**src/rtl/fpn_pkg.sv**
```systemverilog
package fpn_pkg;

    // Class of the incoming double, decided from its exponent field alone
    typedef enum logic [1:0] {
        CL_ZERO    = 2'd0,
        CL_NORMAL  = 2'd1,
        CL_OVER    = 2'd2,
        CL_SPECIAL = 2'd3
    } src_class_e;

    typedef enum logic {
        RM_NEAREST_EVEN = 1'b0,
        RM_TOWARD_ZERO  = 1'b1
    } rnd_mode_e;

endpackage

```
**src/rtl/fpn_classify.sv**
```systemverilog
module fpn_classify
    import fpn_pkg::*;
#(
    parameter int SRC_EXP = 11,
    parameter int DST_EXP = 8
) (
    input  logic [SRC_EXP-1:0] exp_i,
    output src_class_e         cls_o
);
    localparam int SRC_BIAS = (1 << (SRC_EXP - 1)) - 1;
    localparam int DST_BIAS = (1 << (DST_EXP - 1)) - 1;
    localparam int REBIAS   = SRC_BIAS - DST_BIAS;
    localparam int LO_NORM  = REBIAS + 1;
    localparam int HI_NORM  = REBIAS + (1 << DST_EXP) - 2;
    localparam int SRC_TOP  = (1 << SRC_EXP) - 1;

    always_comb begin
        if (exp_i == SRC_EXP'(SRC_TOP))
            cls_o = CL_SPECIAL;
        else if (exp_i > SRC_EXP'(HI_NORM))
            cls_o = CL_OVER;
        else if (exp_i < SRC_EXP'(LO_NORM))
            cls_o = CL_ZERO;
        else
            cls_o = CL_NORMAL;
    end

endmodule

```
**src/rtl/fpn_round.sv**
```systemverilog
module fpn_round
    import fpn_pkg::*;
#(
    parameter int SRC_EXP = 11,
    parameter int SRC_MAN = 52,
    parameter int DST_EXP = 8,
    parameter int DST_MAN = 23
) (
    input  logic                       sign_i,
    input  logic [DST_EXP-1:0]         exp_lo_i,
    input  logic [SRC_MAN-1:0]         man_i,
    input  src_class_e                 cls_i,
    input  rnd_mode_e                  mode_i,
    output logic [DST_EXP+DST_MAN:0]   res_o
);
    localparam int SRC_BIAS = (1 << (SRC_EXP - 1)) - 1;
    localparam int DST_BIAS = (1 << (DST_EXP - 1)) - 1;
    localparam int REBIAS   = SRC_BIAS - DST_BIAS;
    localparam int DROP     = SRC_MAN - DST_MAN;
    localparam int MAG_W    = DST_EXP + DST_MAN;
    localparam logic [MAG_W-1:0] INF_MAG = {{DST_EXP{1'b1}}, {DST_MAN{1'b0}}};
    localparam logic [MAG_W-1:0] MAX_FIN = INF_MAG - MAG_W'(1);
    localparam logic [MAG_W-1:0] QNAN    = INF_MAG | (MAG_W'(1) << (DST_MAN - 1));

    logic [DST_EXP-1:0] exp_d;
    logic [MAG_W-1:0]   trunc_mag;
    logic               guard, sticky, round_up;
    logic [MAG_W-1:0]   mag;

    // Modular rebias: only the low exponent bits matter inside the normal band
    assign exp_d     = exp_lo_i - DST_EXP'(REBIAS);
    assign trunc_mag = {exp_d, man_i[SRC_MAN-1 -: DST_MAN]};
    assign guard     = man_i[DROP-1];
    assign sticky    = |man_i[DROP-2:0];
    assign round_up  = (mode_i == RM_NEAREST_EVEN) && guard && (sticky || trunc_mag[0]);

    always_comb begin
        mag = '0;
        unique case (cls_i)
            CL_ZERO:    mag = '0;
            CL_NORMAL:  mag = trunc_mag + MAG_W'(round_up);
            CL_OVER:    mag = (mode_i == RM_TOWARD_ZERO) ? MAX_FIN : INF_MAG;
            CL_SPECIAL: mag = (|man_i) ? QNAN : INF_MAG;
        endcase
    end

    assign res_o = {sign_i, mag};

endmodule

```
**src/rtl/fpn_tiefix.sv**
```systemverilog
module fpn_tiefix
    import fpn_pkg::*;
#(
    parameter int SRC_MAN = 52,
    parameter int DST_EXP = 8,
    parameter int DST_MAN = 23,
    parameter int FIN_MAN = 10
) (
    input  rnd_mode_e                        mode_i,
    input  logic [SRC_MAN-FIN_MAN-1:0]       man_lo_i,
    input  logic [DST_EXP+DST_MAN:0]         narrowed_i,
    output logic [DST_EXP+DST_MAN:0]         fixed_o
);
    localparam int SRC_TIE = SRC_MAN - FIN_MAN - 1;
    localparam int DST_TIE = DST_MAN - FIN_MAN - 1;

    logic finite;
    logic apply_fix;

    assign finite    = ~&narrowed_i[DST_EXP+DST_MAN-1 -: DST_EXP];
    assign apply_fix = (mode_i == RM_NEAREST_EVEN) && finite;

    always_comb begin
        fixed_o = narrowed_i;
        if (apply_fix) begin
            // carry lost low-order evidence into the single's sticky region
            if (|man_lo_i[SRC_TIE-1:0])
                fixed_o[0] = 1'b1;
            // a tie may exist in the single only where the double had one
            if (!man_lo_i[SRC_TIE])
                fixed_o[DST_TIE] = 1'b0;
        end
    end

endmodule

```
**src/rtl/dbl2half_prep.sv**
```systemverilog
module dbl2half_prep
    import fpn_pkg::*;
#(
    parameter int SRC_EXP = 11,
    parameter int SRC_MAN = 52,
    parameter int DST_EXP = 8,
    parameter int DST_MAN = 23,
    parameter int FIN_MAN = 10
) (
    input  logic                       clk,
    input  logic                       rst_n,
    input  logic                       valid_in,
    input  logic                       rnd_mode,
    input  logic [SRC_EXP+SRC_MAN:0]   din,
    output logic                       valid_out,
    output logic [DST_EXP+DST_MAN:0]   dout
);
    localparam int SRC_W   = 1 + SRC_EXP + SRC_MAN;
    localparam int DST_W   = 1 + DST_EXP + DST_MAN;
    localparam int SRC_TIE = SRC_MAN - FIN_MAN - 1;
    localparam int DST_TIE = DST_MAN - FIN_MAN - 1;

    src_class_e          cls_w;
    rnd_mode_e           mode_w;
    logic [DST_W-1:0]    narrowed_w;
    logic [DST_W-1:0]    fixed_w;
    logic [DST_W-1:0]    dout_q;
    logic                valid_q;

    assign mode_w = rnd_mode_e'(rnd_mode);

    fpn_classify #(.SRC_EXP(SRC_EXP), .DST_EXP(DST_EXP)) u_classify (
        .exp_i (din[SRC_W-2 -: SRC_EXP]),
        .cls_o (cls_w)
    );

    fpn_round #(
        .SRC_EXP(SRC_EXP), .SRC_MAN(SRC_MAN),
        .DST_EXP(DST_EXP), .DST_MAN(DST_MAN)
    ) u_round (
        .sign_i   (din[SRC_W-1]),
        .exp_lo_i (din[SRC_MAN +: DST_EXP]),
        .man_i    (din[SRC_MAN-1:0]),
        .cls_i    (cls_w),
        .mode_i   (mode_w),
        .res_o    (narrowed_w)
    );

    fpn_tiefix #(
        .SRC_MAN(SRC_MAN), .DST_EXP(DST_EXP),
        .DST_MAN(DST_MAN), .FIN_MAN(FIN_MAN)
    ) u_tiefix (
        .mode_i     (mode_w),
        .man_lo_i   (din[SRC_TIE:0]),
        .narrowed_i (narrowed_w),
        .fixed_o    (fixed_w)
    );

    always_ff @(posedge clk or negedge rst_n) begin
        if (!rst_n) begin
            valid_q <= 1'b0;
            dout_q  <= '0;
        end else begin
            valid_q <= valid_in;
            if (valid_in)
                dout_q <= fixed_w;
        end
    end

    assign valid_out = valid_q;
    assign dout      = dout_q;

    // output holds between samples
    p_hold_r1: assert property (@(posedge clk) disable iff (!rst_n)
        !valid_in |=> $stable(dout));

    // sign follows the accepted input
    p_sign_keep_r12: assert property (@(posedge clk) disable iff (!rst_n)
        valid_in |=> dout[DST_W-1] == $past(din[SRC_W-1]));

    // toward-zero normal samples keep the upper mantissa bits untouched
    p_trunc_r4: assert property (@(posedge clk) disable iff (!rst_n)
        (valid_in && rnd_mode && cls_w == CL_NORMAL)
        |=> dout[DST_MAN-1:0] == $past(din[SRC_MAN-1 -: DST_MAN]));

    // NaN input yields a quiet NaN
    p_nan_r7: assert property (@(posedge clk) disable iff (!rst_n)
        (valid_in && cls_w == CL_SPECIAL && |din[SRC_MAN-1:0])
        |=> (&dout[DST_W-2 -: DST_EXP]) && dout[DST_MAN-1]);

    // low-order evidence survives in the LSB of a finite result
    p_sticky_r8: assert property (@(posedge clk) disable iff (!rst_n)
        (valid_in && !rnd_mode && |din[SRC_TIE-1:0])
        |=> (&dout[DST_W-2 -: DST_EXP]) || dout[0]);

    // no tie bit in a finite result unless the double had one
    p_tie_clear_r9: assert property (@(posedge clk) disable iff (!rst_n)
        (valid_in && !rnd_mode && !din[SRC_TIE])
        |=> (&dout[DST_W-2 -: DST_EXP]) || !dout[DST_TIE]);

endmodule

```
**config.mk**
```make
export PLATFORM = sky130hd
export DESIGN_NAME = dbl2half_prep
export DESIGN_NICKNAME = d
export VERILOG_FILES = /design/src/rtl/fpn_pkg.sv /design/src/rtl/fpn_classify.sv /design/src/rtl/fpn_round.sv /design/src/rtl/fpn_tiefix.sv /design/src/rtl/dbl2half_prep.sv
export SDC_FILE = /design/constraint.sdc
export NUM_CORES = 1
export LEC_CHECK = 0
export BUFFER_PORTS_ARGS = -buffer_cell sky130_fd_sc_hd__clkbuf_2
export CAP_MARGIN = 20
export CORE_ASPECT_RATIO = 1.2
export CORE_UTILIZATION = 45
export CTS_CLUSTER_DIAMETER = 60
export DETAILED_ROUTE_END_ITERATION = 8
export GPL_TIMING_DRIVEN = 0
export PLACE_DENSITY = 0.73
export SKIP_LAST_GASP = 1
export SYNTH_ARGS = -nofsm -noshare
export SYNTH_HDL_FRONTEND = slang
export SYNTH_HIERARCHICAL = 1
export SYNTH_SLANG_ARGS = --single-unit
```
**constraint.sdc**
```tcl
create_clock -name clk -period 1 [get_ports clk]
set_clock_uncertainty 0.05 [all_clocks]
set_input_delay 0.1 -clock clk [delete_from_list [all_inputs] [get_ports clk]]
set_output_delay 0.1 -clock clk [all_outputs]
set_load 0.01 [all_outputs]
```
Word-level counts from Yosys, hierarchy flattened:

Index checks and enable logic that the tools add are counted.

* order comparisons: 2
* add/subtract/negate cells: 2
* bitwise operators: 1
* equal/unequal tests: 4
* reductions and logical operators: 10
* mux-type cells: 10

Operators by type and width (number)
* 31-bit one-hot mux with 4 select lines: 1
* 52-bit OR reduction: 1
* 41-bit OR reduction: 1
* 31-bit by 1-bit adder with 31-bit output: 1
* 28-bit OR reduction: 1
* 24-bit two-way mux: 1
* 23-bit two-way mux: 1
* 11-bit equality test, second input constant: 1
* 11-bit > comparator, second input constant: 1
* 11-bit by 10-bit < comparator with 1-bit output, second input constant: 1
* 8-bit AND reduction: 1
* 8-bit subtractor, second input constant: 1
* 1-bit two-way mux: 5
* 2-bit equality test, second input constant: 2
* 2-bit two-way mux: 2
* 1-bit logical AND: 3
* 2-bit by 1-bit equality test with 1-bit output, second input constant: 1
* 2-bit logical NOT: 1
* 1-bit logical NOT: 1
* 1-bit logical OR: 1
* 1-bit inverter: 1

* output and inout port bits: 33
* word-level logic and storage cells: 31
* flip-flop bits (word level): 33
* input port bits: 68

Longest topological paths before layout:

* word-level depth: 10
* mapped depth: 12
* depth with buffers taken out: 11

Cells and area by module:

The synthesis kept the hierarchy.

Modules (own cells, without submodules)
* dbl2half_prep: area an instance 1370.1 um^2, cells an instance 69, times used 1
* fpn_round: area an instance 1159.9 um^2, cells an instance 185, times used 1
* fpn_tiefix: area an instance 390.4 um^2, cells an instance 50, times used 1
* fpn_classify: area an instance 81.3 um^2, cells an instance 12, times used 1

Least setup slack after synthesis:

Ideal clock, no wire load.

* path kind: input-to-reg
* from: in din[54]
* to: reg dout_q[0], in the netlist dout[0]
* setup slack: -1.620 ns
* arrival time: 2.444 ns
* data required time: 0.825 ns
* buffers on the path: 3
* stages on the path: 12
* cell sequence: nand4_1 > or3_1 > o211ai_2 > clkbuf_1 > clkbuf_1 > clkbuf_1 > o211ai_1 > o311ai_0 > and4_1 > a21oi_1 > o32a_1 > mux2_4

* longest elaborated chain between the ends: 10
* elaborated cells between the ends (all ways): 18
* those cells by class: 2 x add/sub; 2 x order compare; 4 x eq/ne; 6 x mux; 4 x reduce/logical

RTL lines
* start: declaration: RTL line dbl2half_prep.sv:14 `input logic [SRC_EXP+SRC_MAN:0] din,`
* 11-bit by 10-bit < comparator with 1-bit output: RTL line fpn_classify.sv:22 `else if (exp_i < SRC_EXP'(LO_NORM))`
* 1-bit two-way mux: RTL line fpn_classify.sv:22
* 2-bit two-way mux: RTL line fpn_classify.sv:20 `else if (exp_i > SRC_EXP'(HI_NORM))`
* 2-bit two-way mux (*): RTL line fpn_classify.sv:18 `if (exp_i == SRC_EXP'(SRC_TOP))`
* via cls_w[0]: RTL line dbl2half_prep.sv:23 `src_class_e cls_w;`
* 2-bit equality test (tied with other cells): RTL line fpn_round.sv:39 `unique case (cls_i)`
* 31-bit one-hot mux with 4 select lines (*): RTL line fpn_round.sv:39
* via narrowed_w[28]: RTL line dbl2half_prep.sv:25 `logic [DST_W-1:0] narrowed_w;`
* 8-bit AND reduction (*): RTL line fpn_tiefix.sv:20 `assign finite = ~&narrowed_i[DST_EXP+DST_MAN-1 -: DST_EXP];`
* 1-bit logical NOT (*): RTL line fpn_tiefix.sv:20
* 1-bit logical AND (*): RTL line fpn_tiefix.sv:21 `assign apply_fix = (mode_i == RM_NEAREST_EVEN) && finite;`
* 1-bit two-way mux (*): RTL line fpn_tiefix.sv:25 `if (apply_fix) begin`
* via fixed_w[0]: RTL line dbl2half_prep.sv:26 `logic [DST_W-1:0] fixed_w;`
* end signal: assignment: RTL line dbl2half_prep.sv:66 `dout_q <= fixed_w;`
* end: declaration: RTL line dbl2half_prep.sv:27 `logic [DST_W-1:0] dout_q;`

The timed path passes the listed nets; every way through them passes the cells marked *.
A chain may end at the register's enable or synchronous reset.

Worst setup path after layout:

* from: in din[57]
* to: reg dout_q[0], in the netlist dout[0]

Same word-level chain as after synthesis.

==> reports/results.txt <==
Placeable Area -> 6450 µm²
vias in the first global route -> 3089
Setup TNS Final -> -27.51 ns
CTS H-Tree Depth -> 2
period utilisation layout -> 2.36
crit-path cells -> clkbuf_16 > nand4_1 > or3_4 > o211ai_4 > buf_8 > clkbuf_16 > buf_8 > buf_6 > o211ai_1 > o311ai_4 > and4_4 > a21oi_4 > o32a_1 > mux2_4
Final Hold Slack -> -0.150 ns
placed cells -> 499
Crit. End Element -> flop
drt via density -> 6.12
crit path max fanout -> 7
crit-path max cell delay -> 0.43 ns
clk sinks -> 33
Util after Layout -> 0.727
initial core utilization -> 0.466
Crit path depth -> 14
Cell Area, Synth -> 3000 µm²
total global routing overflow -> 0
register-to-register path setup slack -> 0.17 ns
drt pass-1 iters -> 6
Routed WL -> 10.1 mm
# hold bufs at CTS -> 1
Final Non-Filler Cells -> 533
Port Buffers -> 98
Synth area leader -> dfrtp_1
IO Count -> 101
Worst path top cell family by delay -> simple AND/OR/NAND/NOR gates
post-synth top area share -> 0.275
largest net degree at the start of global routing -> 34
global-route wire length before repair -> 14.9 mm
async set-or-reset flop fraction in the synthesized netlist -> 1.00
peak supply drop -> 0.509 mV
R2R cell count -> 1
Worst Hold Class -> primary input to asynchronous set/reset pin
Max-Cap Viols -> 0
Top FF cell, synth -> dfrtp_1
Buf/Inv on CP -> 5
Total GRT Usage -> 0.266
drt initial violations -> 221
top cells by area, synth -> dfrtp_1, mux2_4, buf_4
via count -> 3264
Cell Rows -> 32
routability cong. -> 0.915
Die W -> 76.6 µm
root buf cell -> clkbuf_8
Slew Viols, Final -> 0
Post-synth EDFFs -> 0
share of layout cells above drive strength 1 -> 0.621
pre-CTS setup slack -> -1.77 ns
post-place instance area -> 3820 µm²
initial antenna violation count -> 0
failing checks -> negative hold slack, negative setup slack
Pleak -> 2.16 nW
yosys warns -> 6
Power, Total -> 4.26 mW
die height -> 91.5 µm
Startpoint Class -> primary input
Reg clk slew, reported paths -> 0.08 ns
CTS tree -> yes
Die Footprint -> 7000 µm²
CTS Buf Count -> 5
WP data required -> 1.13 ns
setup ws final -> -1.36 ns
status -> complete, but fails checks
RSZ-0062 raised after global routing -> true
Syn Inst Count -> 316
Seq/Total Area, Yosys -> 0.275
Synth-to-Final Area Change -> 56.1%
Cell Pwr Density -> 910 nW/µm²
worst path arrival time -> 2.49 ns
CTS Buffer Depth -> 2
Worst-Margin Slew -> 0.840 ns
syn_nets -> 385
DRC viols -> 0
Mean Syn Cell Area -> 9.50 µm²
NumNets Final -> 517
final instance area -> 4690 µm²
Slew HR -> 0.440
placed wire-length estimate -> 6.21 mm
wire per inst -> 18.9 µm
ANT cells -> 0
Detail Route Antenna Nets -> 0
Achievable Freq -> 0.424 GHz
worst-skew pair later-pin latency -> 0.29 ns
Hold Violations, Final -> 33
Distinct cells, synth -> 48
final setup violation count -> 31
Synth Register Bits -> 33
CP Class -> primary input to flop
Final min period -> 2.36 ns
Crit-path slowest cell -> or3_4
[power by group]
part | internal, mW | total (mW) | leakage (nW) | switching (mW)
clock network | 0.547 | 1.05 | 0.0443 | 0.501
logic | 0.898 | 1.64 | 1.70 | 0.746
registers | 1.49 | 1.57 | 0.415 | 0.0844
[synth_stat cells, types with 2 or more instances]
library cell   n
nand4_1       13
nand2_1       16
a211o_1        2
nand3b_1       2
nor4_2         6
or2_2          2
dfrtp_1       33
nor2_1         8
and4_1         6
xor2_1         3
mux2_4        30
nor3_1         4
o21ai_0       13
and2_1         2
a31oi_1        8
nor2b_1        2
or3_1          5
nand2b_1       6
mux2_2         3
buf_12         3
a311o_1        2
o311ai_1       3
nor4_1        22
inv_1          3
or4_1          7
nand3_1       19
a21oi_1        2
and3_1         4
xnor2_1        8
o211ai_1      16
buf_6          2
o311ai_0       2
clkbuf_1      14
buf_4         31
[per-layer routing]
metal | share of wire | GRT usage
met1 | 0.38 | 0.311
met5 | 0 | 0
met4 | 0.042 | 0.130
met3 | 0.066 | 0.0392
met2 | 0.52 | 0.469
[worst paths after layout]
check | start | to
worst max-delay path | din[57] | dout[0]
worst min-delay path | rst_n | dout[9]
worst max register to register | dout[21] | dout[21]
worst min register to register | dout[31] | dout[31]
max in group asynchronous | rst_n | dout[31]
min in group clk | din[63] | dout[31]
[cells by family after synthesis]
logic type                 after synthesis  synth area share
and+or+nand+nor                        131             0.273
xor gates and xnor gates                11            0.0321
AOI/OAI and AO/OA                       54             0.128
DFF                                     33             0.275
adders and majority gates                1           0.00417
muxes                                   33             0.161
buffers and inverters                   53             0.126
[cells in the final DEF, fill, tap and decap left out, types with 13 or more instances in the layout]
| cell | count |
|---|---|
| clkbuf_2 | 89 |
| buf_4 | 39 |
| dfrtp_1 | 33 |
| mux2_4 | 32 |
| buf_6 | 18 |
| nor4_1 | 17 |
| o211ai_1 | 16 |
| nand2_1 | 14 |
| nand4_1 | 13 |
| nand3_1 | 13 |
[cell type report]
type	instances	area, µm²
flip-flops and latches	33	826
plain buffers	25	309
multi-input cells	231	2210
fillers	447	1760
well taps	85	106
repair buffers	149	1140
clock buffers	7	86.3
inverters	3	11.3
[flip-flops by register name, summed over array words and instances (netlist names)]
signal / count
valid_out: 1
dout: 32
[what timing repair did]
| item | in CTS | in global routing |
|---|---|---|
| gates resized for setup | 61 | 54 |
| pin swaps | 28 | 43 |
| cloned | 4 | 1 |
| buffers inserted | 30 | 18 |
| endpoints found under the setup margin | 31 | 31 |
| hold endpoints to repair | 34 | 33 |
(Power assumes the default switching activity.)
